<file path="src/rtl/wdt_ctrl_pkg.sv">
package wdt_ctrl_pkg;
    localparam int REG_W  = 8;
    localparam int CTRL_W = 4;

    // field order matches the register bit positions 3..0
    typedef struct packed {
        logic guard;   // bit 3
        logic lock;    // bit 2
        logic mode;    // bit 1
        logic enable;  // bit 0
    } ctrl_bits_t;
endpackage

</file>
<file path="src/rtl/wdt_unlock_window.sv">
module wdt_unlock_window #(
    parameter logic [7:0] KEY    = 8'hD8,
    parameter int         WINDOW = 4
) (
    input  logic       clk,
    input  logic       rst_n,
    input  logic       key_valid,
    input  logic [7:0] key_data,
    output logic       open
);
    localparam int RW = $clog2(WINDOW + 1);
    localparam logic [RW-1:0] FULL = RW'(WINDOW);

    typedef struct packed {
        logic [RW-1:0] remain;
    } win_state_t;

    win_state_t st_d, st_q;

    always_comb begin
        st_d = st_q;
        if (key_valid && key_data == KEY) begin
            st_d.remain = FULL;
        end else if (st_q.remain != '0) begin
            st_d.remain = st_q.remain - 1'b1;
        end
    end

    always_ff @(posedge clk or negedge rst_n) begin
        if (!rst_n) begin
            st_q <= '0;
        end else begin
            st_q <= st_d;
        end
    end

    assign open = (st_q.remain != '0);

    assert_window_bounded_R6: assert property (@(posedge clk) disable iff (!rst_n)
        st_q.remain <= FULL);
    assert_window_closes_R6: assert property (@(posedge clk) disable iff (!rst_n)
        !key_valid |=> (st_q.remain <= FULL - 1'b1));
endmodule

</file>
<file path="src/rtl/wdt_ctrl_bits.sv">
module wdt_ctrl_bits
    import wdt_ctrl_pkg::*;
(
    input  logic       clk,
    input  logic       rst_n,
    input  logic       wr_strobe,
    input  ctrl_bits_t wr_bits,
    output ctrl_bits_t bits
);
    ctrl_bits_t bits_d, bits_q;

    always_comb begin
        bits_d = bits_q;
        if (wr_strobe) begin
            bits_d.enable = bits_q.enable | wr_bits.enable;
            bits_d.lock   = bits_q.lock   | wr_bits.lock;
            if (!bits_q.lock) begin
                bits_d.mode  = wr_bits.mode;
                bits_d.guard = wr_bits.guard;
            end
        end
    end

    always_ff @(posedge clk or negedge rst_n) begin
        if (!rst_n) begin
            bits_q <= '0;
        end else begin
            bits_q <= bits_d;
        end
    end

    assign bits = bits_q;

    assert_lock_sticky_R3: assert property (@(posedge clk) disable iff (!rst_n)
        bits_q.lock |=> bits_q.lock);
    assert_frozen_when_locked_R4: assert property (@(posedge clk) disable iff (!rst_n)
        bits_q.lock |=> ($stable(bits_q.mode) && $stable(bits_q.guard)));
    assert_enable_sticky_R5: assert property (@(posedge clk) disable iff (!rst_n)
        bits_q.enable |=> bits_q.enable);
    assert_idle_stable_R7: assert property (@(posedge clk) disable iff (!rst_n)
        !wr_strobe |=> $stable(bits_q));
endmodule

</file>
<file path="src/rtl/wdt_count_engine.sv">
module wdt_count_engine #(
    parameter int               CNT_W   = 16,
    parameter logic [CNT_W-1:0] TIMEOUT = 16'd1000
) (
    input  logic             clk,
    input  logic             rst_n,
    input  logic             enable,
    input  logic             mode,
    input  logic             instr_retired,
    input  logic             kick,
    output logic [CNT_W-1:0] count,
    output logic             timeout
);
    localparam logic [CNT_W-1:0] LAST = TIMEOUT - 1'b1;

    typedef struct packed {
        logic [CNT_W-1:0] count;
        logic             pulse;
    } cnt_state_t;

    cnt_state_t st_d, st_q;
    logic       step;

    always_comb begin
        step       = enable && (!mode || instr_retired);
        st_d       = st_q;
        st_d.pulse = 1'b0;
        if (kick) begin
            st_d.count = '0;
        end else if (step) begin
            if (st_q.count == LAST) begin
                st_d.count = '0;
                st_d.pulse = 1'b1;
            end else begin
                st_d.count = st_q.count + 1'b1;
            end
        end
    end

    always_ff @(posedge clk or negedge rst_n) begin
        if (!rst_n) begin
            st_q <= '0;
        end else begin
            st_q <= st_d;
        end
    end

    assign count   = st_q.count;
    assign timeout = st_q.pulse;

    assert_hold_disabled_R8: assert property (@(posedge clk) disable iff (!rst_n)
        (!enable && !kick) |=> $stable(st_q.count));
    assert_kick_clears_R8: assert property (@(posedge clk) disable iff (!rst_n)
        kick |=> (st_q.count == '0 && !st_q.pulse));
    assert_instr_gate_R9: assert property (@(posedge clk) disable iff (!rst_n)
        (mode && !instr_retired && !kick) |=> $stable(st_q.count));
    assert_single_pulse_R10: assert property (@(posedge clk) disable iff (!rst_n)
        st_q.pulse |=> !st_q.pulse);
    assert_wrap_on_pulse_R10: assert property (@(posedge clk) disable iff (!rst_n)
        st_q.pulse |-> st_q.count == '0);
endmodule

</file>
<file path="src/rtl/wdt_ctrl_reg.sv">
module wdt_ctrl_reg
    import wdt_ctrl_pkg::*;
#(
    parameter int                ADDR_W     = 4,
    parameter logic [ADDR_W-1:0] REG_OFFSET = '0,
    parameter logic [7:0]        KEY        = 8'hD8,
    parameter int                WINDOW     = 4,
    parameter int                CNT_W      = 16,
    parameter logic [CNT_W-1:0]  TIMEOUT    = 16'd1000
) (
    input  logic              clk,
    input  logic              rst_n,
    input  logic              wr_en,
    input  logic [ADDR_W-1:0] wr_addr,
    input  logic [7:0]        wr_data,
    input  logic [ADDR_W-1:0] rd_addr,
    output logic [7:0]        rd_data,
    input  logic              key_valid,
    input  logic [7:0]        key_data,
    input  logic              instr_retired,
    input  logic              kick,
    output logic              wdt_enable,
    output logic              wdt_mode,
    output logic              wdt_locked,
    output logic              wdt_protect,
    output logic [CNT_W-1:0]  count,
    output logic              timeout
);
    localparam int PAD_W = REG_W - CTRL_W;

    ctrl_bits_t bits;
    ctrl_bits_t wr_bits;
    logic       win_open;
    logic       hit;
    logic       accept;
    logic       unused_hi;

    assign unused_hi = ^wr_data[REG_W-1:CTRL_W];
    assign wr_bits   = ctrl_bits_t'(wr_data[CTRL_W-1:0]);
    assign hit       = wr_en && (wr_addr == REG_OFFSET);
    assign accept    = hit && (!bits.guard || win_open);

    wdt_unlock_window #(.KEY(KEY), .WINDOW(WINDOW)) u_window (
        .clk       (clk),
        .rst_n     (rst_n),
        .key_valid (key_valid),
        .key_data  (key_data),
        .open      (win_open)
    );

    wdt_ctrl_bits u_bits (
        .clk       (clk),
        .rst_n     (rst_n),
        .wr_strobe (accept),
        .wr_bits   (wr_bits),
        .bits      (bits)
    );

    wdt_count_engine #(.CNT_W(CNT_W), .TIMEOUT(TIMEOUT)) u_count (
        .clk           (clk),
        .rst_n         (rst_n),
        .enable        (bits.enable),
        .mode          (bits.mode),
        .instr_retired (instr_retired),
        .kick          (kick),
        .count         (count),
        .timeout       (timeout)
    );

    always_comb begin
        rd_data = '0;
        if (rd_addr == REG_OFFSET) begin
            rd_data = {{PAD_W{1'b0}}, bits};
        end
    end

    assign wdt_enable  = bits.enable;
    assign wdt_mode    = bits.mode;
    assign wdt_locked  = bits.lock;
    assign wdt_protect = bits.guard;

    assert_guarded_drop_R7: assert property (@(posedge clk) disable iff (!rst_n)
        (bits.guard && !win_open) |=> $stable(bits));
    assert_other_addr_R12: assert property (@(posedge clk) disable iff (!rst_n)
        !hit |=> $stable(bits));
    assert_upper_zero_R1: assert property (@(posedge clk) disable iff (!rst_n)
        rd_data[REG_W-1:CTRL_W] == '0);
endmodule

</file>
<file path="config.mk">
export PLATFORM = sky130hd
export DESIGN_NAME = wdt_ctrl_reg
export DESIGN_NICKNAME = d
export VERILOG_FILES = /design/src/rtl/wdt_ctrl_pkg.sv /design/src/rtl/wdt_unlock_window.sv /design/src/rtl/wdt_ctrl_bits.sv /design/src/rtl/wdt_count_engine.sv /design/src/rtl/wdt_ctrl_reg.sv
export SDC_FILE = /design/constraint.sdc
export NUM_CORES = 1
export LEC_CHECK = 0
export ABC_AREA = 0
export BUFFER_PORTS_ARGS = -buffer_cell sky130_fd_sc_hd__buf_2
export CAP_MARGIN = 10
export CELL_PAD_IN_SITES_DETAIL_PLACEMENT = 2
export CELL_PAD_IN_SITES_GLOBAL_PLACEMENT = 2
export CORE_AREA = 2 2 74 76
export CTS_CLUSTER_DIAMETER = 80
export CTS_CLUSTER_SIZE = 25
export DETAILED_ROUTE_END_ITERATION = 16
export DIE_AREA = 0 0 76 78
export GPL_ROUTABILITY_DRIVEN = 0
export GPL_TIMING_DRIVEN = 1
export PLACE_DENSITY_LB_ADDON = 0.05
export REMOVE_ABC_BUFFERS = 1
export SYNTH_ARGS = -nofsm -noshare
export SYNTH_HDL_FRONTEND = slang
export SYNTH_HIERARCHICAL = 1
export SYNTH_SLANG_ARGS = --single-unit
</file>
<file path="constraint.sdc">
create_clock -name clk -period 3.8 [get_ports clk]
set_input_delay 0.76 -clock clk [delete_from_list [all_inputs] [get_ports clk]]
set_output_delay 0.76 -clock clk [all_outputs]
set_load 0.005 [all_outputs]
</file>
==> summary.md, run 1 <==
| Metric | Value |
|---|---|
| Top post-synthesis cells by count | 24 x dfrtp_1, 12 x nand2_1, 9 x inv_1, 9 x nor2_1 |
| Max-cap violations | 0 |
| # rows | 26 |
| Largest net degree at the start of global routing | 25 |
| Clock buffer depth | 2 |
| HPWL after DPL | 3770 um |
| First-pass GRT wire length | 7900 um |
| Initial antenna violation count | 0 |
| Most frequent cell after synthesis | dfrtp_1 |
| Setup Fix Bufs, Post-CTS | 0 |
| Post-synth EDFFs | 0 |
| CTS tree | done |
| Max-Slew Margin vs Limit | 0.5262 |
| Worst setup EP type | output port |
| Worst R2R Path Depth | 4 |
| NetSw | 235.8 uW |
| Synth area leaders | dfrtp_1 41%, a31oi_1 3.4%, nor4_1 3.4% |
| First drt pass iteration count | 4 |
| Die area | 5928 sq um |
| CTS resizes | 0 |
| Antenna Cells | 0 |
| Tmin final | 2.307 ns |
| Placed cell areas | 1785 sq um |
| H-tree depth reported by CTS | 1 |
| Mean Syn Cell Area | 9.509 sq um |
| Slew Viols, Final | 0 |
| Share of layout cells above drive strength 1 | 0.3268 |
| Worst slew pin tran | 0.7059 ns |
| Pwr dens | 390.2 nW/um^2 |
| Port buffer count | 50 |
| Nets | 239 |
| Post-CTS Hold Buffers | 0 |
| CTS Root Cell | clkbuf_8 |
| Worst r2r dst | u_count/count[14] |
| Max IR drop VDD | 0.1701 mV |
| CTS sink cnt | 24 |
| Initial Util | 0.2923 |
| Io pins | 59 |
| Vias in the first global route | 1552 |
| Synth warnings | 6 |
| Design area | 1841 sq um |
| Pleak | 0.0008914 uW |
| Most used DFF post-synth | dfrtp_1 |
| Comb power frac | 0.296 |
| Synthesized flop and latch total | 24 |
| Die span in x | 76 um |
| Required @ worst endpoint | 3.04 ns |
| Antenna Nets Post-Route | 0 |
| # setup viols final | 0 |
| Synthesized area | 1474 sq um |
| Clock share of power | 0.244 |
| Clk Latency, worst-skew pair | 0.26 ns |
| RSZ-0062 raised after global routing | no |
| Sw Share | 0.3284 |
| Setup crit start kind | input pin |
| CORE AREA | 5042 sq um |
| Final Hold Vio Count | 0 |
| Distinct cells, synth | 53 |
| Crit path from | rd_addr[1] |
| GRT Total Usage | 0.1672 |
| Syn Inst Count | 155 |
| Crit path to | rd_data[1] |
| Synth-to-layout area growth | 24.87% |
| Drt initial violations | 57 |
| Fmax | 433.4 MHz |
| Post-Route WL | 4795 um |
| Register area share after synthesis | 0.4075 |
| DRC viols | 0 |
| Crit share post-route | 0.6072 |
| Status | complete, no violations |
| Worst R2R Setup Slack | 1.50 ns |
| Fillers | 598 |
| Critical path peak fanout | 4 |
| Yosys top cell area share | 0.4075 |
| Seq pwr share | 0.460 |
| P_int | 482.3 uW |
| Via Count | 1458 |
| Worst EP arrival | 1.55 ns |
| Die height | 78 um |
| Final setup TNS | 0 ns |
| Post-DR wirelength/cell | 17.44 um |
| Reg2reg start | u_count/count[5] |
| Worst setup path category | input pin to output port |
| Worst min path class | input pin to asynchronous set/reset pin |
| CTS clk-pin slew, worst paths | 0.09 ns |
| Fraction of registers with async set/reset | 1.000 |
| Post-synth top area cell | dfrtp_1 |
| Total CTS buffers | 3 |
| Clk_skew | 0.0008359 ns |
| Avg Vias per Cell | 5.302 |
| GR Overflow Total | 0 |
[logic make-up (layout without fill, tap and decap cells)]
family | count (synthesis) | after routing | share of synthesized area
AND/OR/NAND/NOR | 68 | 68 | 0.2801
AO/OA/AOI/OAI | 36 | 36 | 0.1851
flip-flops | 24 | 24 | 0.4075
buffers and inverters | 17 | 64 | 0.05348
multiplexers | 4 | 4 | 0.03396
adder cells (fa/ha/maj) | 3 | 3 | 0.02547
XOR/XNOR | 2 | 2 | 0.01189
other | 1 | 4 | 0.002544
[sequential cells by signal, indices dropped and copies added, names as in the netlist]
signal	count
u_bits/bits	4
u_window/st_q	3
u_count/count	16
u_count/timeout	1
[worst max-delay path, cell delays in order]
cell and delay [ns]:
buf_2 0.10, nor4_2 0.40, and2_1 0.18, buf_2 0.11
[worst min-delay path by stage]
stage | start | endpoint | slack (ns)
6_report | rst_n | u_count/timeout | 0.47
5_1_grt | rst_n | u_count/count[6] | 0.50
4_1_cts | rst_n | u_count/timeout | 0.49
3_5_place_dp | u_window/st_q[1] | u_window/st_q[1] | 0.53
3_3_place_gp | u_window/st_q[2] | u_window/st_q[2] | 0.49
2_1_floorplan | rst_n | u_bits/bits[0] | 0.46
[placed cells by master (no fill, tap or decap), drive strengths merged, types with 2 or more instances in the layout]
cell / count
a21o: 2
a21oi: 2
a31oi: 8
and2: 5
and3: 4
buf: 51
clkbuf: 4
conb: 4
dfrtp: 24
ha: 3
inv: 9
mux2: 2
mux2i: 2
nand2: 12
nand2b: 3
nand3: 9
nand4: 2
nor2: 9
nor2b: 2
nor3: 2
nor4: 9
o211a: 2
o21ai: 3
o22ai: 2
o311a: 3
o31ai: 2
or4: 4
[area by class of cell]
class | instances | area (sq um) | share of cell area
sequential | 24 | 600.6 | 0.3263
inverter | 9 | 33.78 | 0.01835
multi-input combinational | 117 | 805.8 | 0.4378
tap | 70 | 87.58 | 0.04759
clock buffer | 4 | 55.05 | 0.02991
timing repair buffer | 51 | 257.7 | 0.1400
[metrics by stage]
stage / utilization / hold WS, ns / cells / total power [uW] / setup WS (ns)
floorplan: - / 0.4644 / 150 / 457.5 / 1.808
global placement: 0.3541 / 0.4935 / 271 / 532.0 / 1.557
detailed placement: 0.3541 / 0.5345 / 271 / 553.1 / 1.470
CTS: 0.3650 / 0.4940 / 275 / 736.2 / 1.467
global route: 0.3650 / 0.4993 / 275 / 777.4 / 1.343
finish: 0.3650 / 0.4653 / 275 / 718.1 / 1.493
[power by group through the flow]
stage / combinational (uW) / sequential (uW) / clock, uW
floorplan: 130 / 327 / 0
global placement: 200 / 332 / 0
finish: 213 / 331 / 175
global route: 241 / 338 / 198
CTS: 217 / 333 / 186
detailed placement: 215 / 338 / 0
[metal layers]
metal  vias to the layer above  part of all wire  routed length [um]  global-route usage
li1                        682                 -                   -                   -
met1                       727              0.43                2077              0.2023
met2                        47              0.52                2482              0.3134
met3                         2             0.045                 218             0.02791
met4                         0            0.0035                  17             0.03273
met5                         -                 0                   0                   0
Note: power is estimated with default switching activity, not from simulation.
==> run 2: changes to the inputs <==
ABC_AREA = 1   (was 0)
CORE_AREA = 2 2 86 88   (was 2 2 74 76)
DIE_AREA = 0 0 88 90   (was 0 0 76 78)
clock period = 2.1 ns   (was 3.8 ns; I/O delays follow)
==> summary.md, run 2 <==
| Metric | Value |
|---|---|
| Max-cap violations | 0 (unchanged) |
| Initial antenna violation count | 0 (unchanged) |
| Critical path peak fanout | 8 (+4) |
| Initial Util | 0.2255 (-0.06686) |
| Slew Viols, Final | 0 (unchanged) |
| Vias in the first global route | 1711 (+10%) |
| Post-CTS Hold Buffers | 0 (unchanged) |
| Worst min path class | input pin to asynchronous set/reset pin |
| Most frequent cells in the layout | 60 x nand2_1, 50 x buf_2, 33 x nor2_1 |
| Distinct cells, synth | 29 (-45%) |
| Max reg flops | 16 (unchanged) |
| Final Hold Vio Count | 0 (unchanged) |
| # setup viols final | 0 (unchanged) |
| Max-Slew Margin vs Limit | 0.5988 (+0.07252) |
| Avg Vias per Cell | 4.262 (-20%) |
| Most frequent cell after synthesis | nand2_1 |
| Pleak | 0.001079 uW (+21%) |
| Post-DR wirelength/cell | 12.66 um (-27%) |
| Via Count | 1594 (+9.3%) |
| H-tree depth reported by CTS | 1 (unchanged) |
| CP Cell Sequence | ha_1 -> nand2_2 -> inv_2 -> nand2_1 -> nor2_1 -> a21oi_4 -> nand3_1 -> nand2_1 |
| Worst R2R Path Depth | 8 (+4) |
| Synth warnings | 6 (unchanged) |
| Bufs and invs on worst path | 1 (-1) |
| HPWL after DPL | 3767 um (about the same) |
| Worst slew pin tran | 0.6019 ns (-0.1040 ns) |
| Synthesized area | 1583 sq um (+7.4%) |
| Fmax | 631.8 MHz |
| Port buffer count | 50 (unchanged) |
| Pwr dens | 598.0 nW/um^2 (+53%) |
| Worst setup EP type | register |
| Largest net degree at the start of global routing | 25 (unchanged) |
| GRT Total Usage | 0.1305 (-0.03666) |
| Io pins | 59 (unchanged) |
| Final worst setup slack | 0.5172 ns (-0.9756 ns) |
| CP top delay family | simple AND/OR/NAND/NOR gates |
| Commonest non-fill, non-tap cell in the layout | nand2_1 |
| Clk_skew | 0.007986 ns (+0.007150 ns) |
| Register area | 600.6 sq um (unchanged) |
| Register area share after synthesis | 0.3794 (-0.02802) |
| Tot Pwr | 1190 uW (+66%) |
| Antenna Nets Post-Route | 0 (unchanged) |
| Antenna Cells | 0 (unchanged) |
| Die height | 90 um (+15%) |
| Yosys top cell area share | 0.3794 (-0.02802) |
| DRC viols | 0 (unchanged) |
| Reg2reg start | u_count/count[0] |
| Clk Latency, worst-skew pair | 0.28 ns (+0.02 ns) |
| Clock buffer depth | 2 (unchanged) |
| Setup crit start kind | register |
| CP max stage delay | 0.43 ns (+0.03 ns) |
| CTS resizes | 0 (unchanged) |
| Fillers | 874 (+46%) |
| Share of layout cells above drive strength 1 | 0.3018 (-0.02501) |
| Multi-input logic area | 830.8 sq um (+3.1%) |
| First-pass GRT wire length | 8162 um (+3.3%) |
| Syn Inst Count | 222 (+43%) |
| Slowest CP cell | dfrtp_1 |
| Core Util, Final | 0.2834 (-0.08164) |
| Worst setup path category | register to register |
| Setup Fix Bufs, Post-CTS | 0 (unchanged) |
| Synthesized flop and latch total | 24 (unchanged) |
| Post-synth top area cell | dfrtp_1 |
| Mean Syn Cell Area | 7.130 sq um (-25%) |
| GR Overflow Total | 0 (unchanged) |
| Required @ worst endpoint | 2.32 ns (-0.72 ns) |
| Max IR drop VDD | 0.3691 mV (+120%) |
| First drt pass iteration count | 4 (unchanged) |
| Most used DFF post-synth | dfrtp_1 |
| CTS sink cnt | 24 (unchanged) |
| Final setup TNS | 0 ns (unchanged) |
| Synth area leaders | dfrtp_1 38%, nand2_1 14%, nor2_1 7.8% |
| CTS Root Cell | clkbuf_8 |
| Fraction of registers with async set/reset | 1.000 (unchanged) |
| Min Hold Slack | 0.1334 ns (-0.3319 ns) |
| CORE AREA | 7020 sq um (+39%) |
| Post-synth EDFFs | 0 (unchanged) |
| CP dominant cell by count | nand2_1 |
| Nets | 310 (+30%) |
| Crit share post-route | 0.7537 |
| Top post-synthesis cells by count | 60 x nand2_1, 33 x nor2_1, 25 x inv_1, 24 x dfrtp_1, 20 x nand3_1 |
| Dpl ws | 0.4969 ns (-0.9735 ns) |
| CTS tree | done |
| CTS clk-pin slew, worst paths | 0.10 ns (about the same) |
| Tmin final | 1.583 ns |
| Worst R2R Setup Slack | 0.52 ns (-0.98 ns) |
| Total CTS buffers | 3 (unchanged) |
| Drt initial violations | 35 (-39%) |
| Worst r2r dst | u_count/count[13] |
| Die span in x | 88 um (+16%) |
| Status | complete, no violations |
| Synth-to-layout area growth | 25.69% |
| # rows | 31 (+19%) |
| Post-Route WL | 4735 um (-1.3%) |
| Worst EP arrival | 1.80 ns (+0.25 ns) |
| Die area | 7920 sq um (+34%) |
| RSZ-0062 raised after global routing | no |
[run 2: cell types whose count changed in the layout (fill, tap and decap cells not counted), sizes merged, moves of 3 or more]
| cell | change |
|---|---|
| a31oi | -8 |
| and2 | -5 |
| and3 | -4 |
| inv | +25 |
| nand2 | +54 |
| nand2b | -3 |
| nand3 | +12 |
| nor2 | +30 |
| nor4 | -9 |
| o21ai | +7 |
| o311a | -3 |
| or4 | -4 |
| xor2 | +3 |
[run 2: area by class of cell]
type,instances,share of cell area
flip-flops and latches,24,0.3019
well taps,99,0.06226
clock buffers,3,0.02075
multi-input cells,162,0.4176
inverters,34,0.06415
repair buffers,52,0.1333
[run 2: cells by family (layout without fill, tap and decap cells)]
group                    count (synthesis)  count (layout)  synth area share
flip-flops                              24              24            0.3794
other                                    1               4          0.002369
AND/OR/NAND/NOR                        130             130            0.3723
XOR/XNOR                                 6               6           0.03320
adder cells (fa/ha/maj)                  3               3           0.02372
AO/OA/AOI/OAI                           19              19           0.08617
buffers and inverters                   39              89            0.1028
[run 2: worst max path at each step]
| stage | startpoint | end | slack [ns] | cells after the start |
|---|---|---|---|---|
| 2_1_floorplan | u_count/count[0] | u_count/count[11] | 0.75 | 8 |
| 5_1_grt | u_count/count[0] | u_count/count[7] | 0.39 | 8 |
| 4_1_cts | u_count/count[0] | u_count/count[13] | 0.47 | 8 |
| 3_5_place_dp | u_count/count[0] | u_count/count[13] | 0.50 | 8 |
| 6_report | u_count/count[0] | u_count/count[13] | 0.52 | 8 |
| 3_3_place_gp | u_count/count[0] | u_count/count[8] | 0.52 | 8 |
[run 2: through the flow]
stage          std cells  instance area (sq um)
2_1_floorplan        220                   1559
3_3_place_gp         371                   1948
3_5_place_dp         371                   1948
4_1_cts              374                   1989
5_1_grt              374                   1989
6_report             374                   1989
[run 2: power breakdown]
| group | leakage [uW] | switching [uW] | internal (uW) |
|---|---|---|---|
| Sequential | 0.000320 | 29.2 | 506 |
| Combinational | 0.000737 | 206 | 149 |
| Clock | 0.0000216 | 169 | 129 |
[run 2: metal layers]
layer | wire (um) | GRT usage | vias up
met5 | 0 | 0 | -
met4 | 60 | 0.03846 | 0
met3 | 152 | 0.01837 | 5
met2 | 2321 | 0.2235 | 29
met1 | 2201 | 0.1676 | 774
li1 | - | - | 786
==> run 3: changes to the inputs <==
CORE_AREA = 2 2 82 84   (was 2 2 86 88)
DIE_AREA = 0 0 84 86   (was 0 0 88 90)
clock period = 1.5 ns   (was 2.1 ns; I/O delays follow)
==> summary.md, run 3 (same netlist as run 2, synthesis figures left out) <==
| Metric | Value |
|---|---|
| DRC viols | 0 (unchanged) |
| Final Hold Vio Count | 0 (unchanged) |
| Fmax | 732.2 MHz (+16%) |
| Initial antenna violation count | 0 (unchanged) |
| GRT Total Usage | 0.1348 (+0.004215) |
| Slew Viols, Final | 0 (unchanged) |
| Die height | 86 um (-4.4%) |
| Pleak | 0.001139 uW (+5.5%) |
| Worst EP arrival | 1.54 ns (-0.26 ns) |
| Antenna Cells | 0 (unchanged) |
| Worst R2R Path Depth | 9 (+1) |
| Initial Util | 0.2521 (+0.02669) |
| First drt pass iteration count | 4 (unchanged) |
| H-tree depth reported by CTS | 1 (unchanged) |
| Largest net degree at the start of global routing | 25 (unchanged) |
| Setup crit start kind | register |
| GR Overflow Total | 0 (unchanged) |
| Status | complete, no violations |
| Io pins | 59 (unchanged) |
| Crit path depth | 9 (+1) |
| CTS sink cnt | 24 (unchanged) |
| Post-DR wirelength/cell | 12.70 um (+0.33%) |
| CP max stage delay | 0.36 ns (-0.07 ns) |
| Tmin final | 1.366 ns (-0.2170 ns) |
| CP Cell Sequence | ha_1 -> nand2_2 -> inv_2 -> nand2_1 -> nor2_1 -> a21oi_4 -> buf_12 -> nand3_1 -> nand2_1 |
| CORE AREA | 6277 sq um (-11%) |
| Slowest CP cell | dfrtp_1 |
| Pwr dens | 852.4 nW/um^2 (+43%) |
| Total CTS buffers | 3 (unchanged) |
| Max-Slew Margin vs Limit | 0.6110 (+0.01220) |
| Worst min path class | input pin to asynchronous set/reset pin |
| Max-cap violations | 0 (unchanged) |
| Worst setup path category | register to register |
| Die area | 7224 sq um (-8.8%) |
| First-pass GRT wire length | 7845 um (-3.9%) |
| Share of layout cells above drive strength 1 | 0.3462 (+0.04434) |
| Design area | 2086 sq um (+4.8%) |
| # setup viols final | 0 (unchanged) |
| HPWL after DPL | 3773 um (+0.16%) |
| Max reg flops | 16 (unchanged) |
| Bufs and invs on worst path | 2 (+1) |
| CTS clk-pin slew, worst paths | 0.09 ns (about the same) |
| Clk_skew | 0.001792 ns (-0.006194 ns) |
| Die span in x | 84 um (-4.5%) |
| Clock buffer depth | 2 (unchanged) |
| Via Count | 1617 (+1.4%) |
| Antenna Nets Post-Route | 0 (unchanged) |
| Vias in the first global route | 1698 (-0.76%) |
| Placed cell areas | 1988 sq um (+2.1%) |
| Nets | 320 (+3.2%) |
| Commonest non-fill, non-tap cell in the layout | nand2_1 |
| Min Hold Slack | 0.01615 ns (-0.1172 ns) |
| Required @ worst endpoint | 1.67 ns (-0.65 ns) |
| Worst setup EP type | register |
| CTS tree | done |
| Max IR drop VDD | 0.7028 mV (+90%) |
| Worst slew pin tran | 0.5836 ns (-0.01829 ns) |
| Clk Latency, worst-skew pair | 0.27 ns (about the same) |
| Synth-to-layout area growth | 31.78% |
| Post-CTS Hold Buffers | 0 (unchanged) |
| Drt initial violations | 21 (-40%) |
| # rows | 29 (-6.5%) |
| CTS Root Cell | clkbuf_8 |
| Multi-input logic area | 853.3 sq um (+2.7%) |
| Avg Vias per Cell | 4.455 (+4.5%) |
| Fillers | 777 (-11%) |
| Port buffer count | 50 (unchanged) |
| Crit share post-route | 0.9105 (+0.1568) |
| CP top delay family | simple AND/OR/NAND/NOR gates |
| Critical path peak fanout | 8 (unchanged) |
| Post-Route WL | 4611 um (-2.6%) |
| CP dominant cell by count | nand2_1 |
| Register area | 600.6 sq um (unchanged) |
| Most frequent cells in the layout | 60 x nand2_1, 50 x buf_2, 33 x nor2_1 |
## run 3: changes by cell type in the layout (fill, tap and decap cells not counted)
| cell | change |
|---|---|
| ha_1 | -1 |
| nand3_2 | +4 |
| buf_4 | +9 |
| buf_12 | +1 |
| ha_2 | +1 |
| clkbuf_8 | +1 |
| nand3_1 | -4 |
## run 3: report_power, final
part           leakage [uW]  total (uW)  internal [uW]  switching, uW
Sequential         0.000320         741            709           32.5
Combinational      0.000790         572            259            313
Clock             0.0000288         465            235            230
Total               0.00114        1780           1200            575
## run 3: layout make-up
class,count,area share
sequential,24,0.2879
inverter,34,0.06119
clock buffer,4,0.02639
tap,77,0.04619
timing repair buffer,62,0.1692
multi-input combinational,162,0.4091
## run 3: worst paths after layout
check	from	end	slack, ns
max reg2reg	u_count/count[0]	u_count/count[7]	0.13
min	rst_n	u_count/count[5]	0.02
min reg2reg	u_bits/bits[0]	u_bits/bits[0]	0.53
max in group asynchronous	rst_n	u_bits/bits[0]	1.10
max	u_count/count[0]	u_count/count[7]	0.13
min in group clk	wr_data[2]	u_bits/bits[2]	0.22
## run 3: what timing repair did
| action | 4_1_cts | 5_1_grt |
|---|---|---|
| resized for setup | 0 | 5 |
| setup endpoints to repair | 0 | 9 |
| buffers inserted | 0 | 1 |
## run 3: worst reg2reg max path, delay by kind of cell, from the launching register on
kind	cells	cell delay, ns
buf+inv	2	0.20
fa+ha+maj	1	0.20
flops	1	0.36
compound gates	1	0.08
simple gates	5	0.43
## run 3: metal layers
layer,part of all wire,GRT usage
met5,0,0
met4,0.0052,0.03519
met3,0.033,0.01925
met2,0.52,0.2545
met1,0.44,0.1597
## run 3: through the flow
stage | cells | total power (uW) | TNS [ns] | utilization | worst slack, ns
after floorplan | 220 | 1117 | 0 | - | 0.1466
after global placement | 358 | 1305 | 0 | 0.3167 | 0.1053
after detailed placement | 358 | 1321 | 0 | 0.3167 | 0.08526
after CTS | 362 | 1807 | 0 | 0.3255 | 0.03735
after global routing | 363 | 1933 | -0.02861 | 0.3323 | -0.01933
final | 363 | 1778 | 0 | 0.3323 | 0.1342
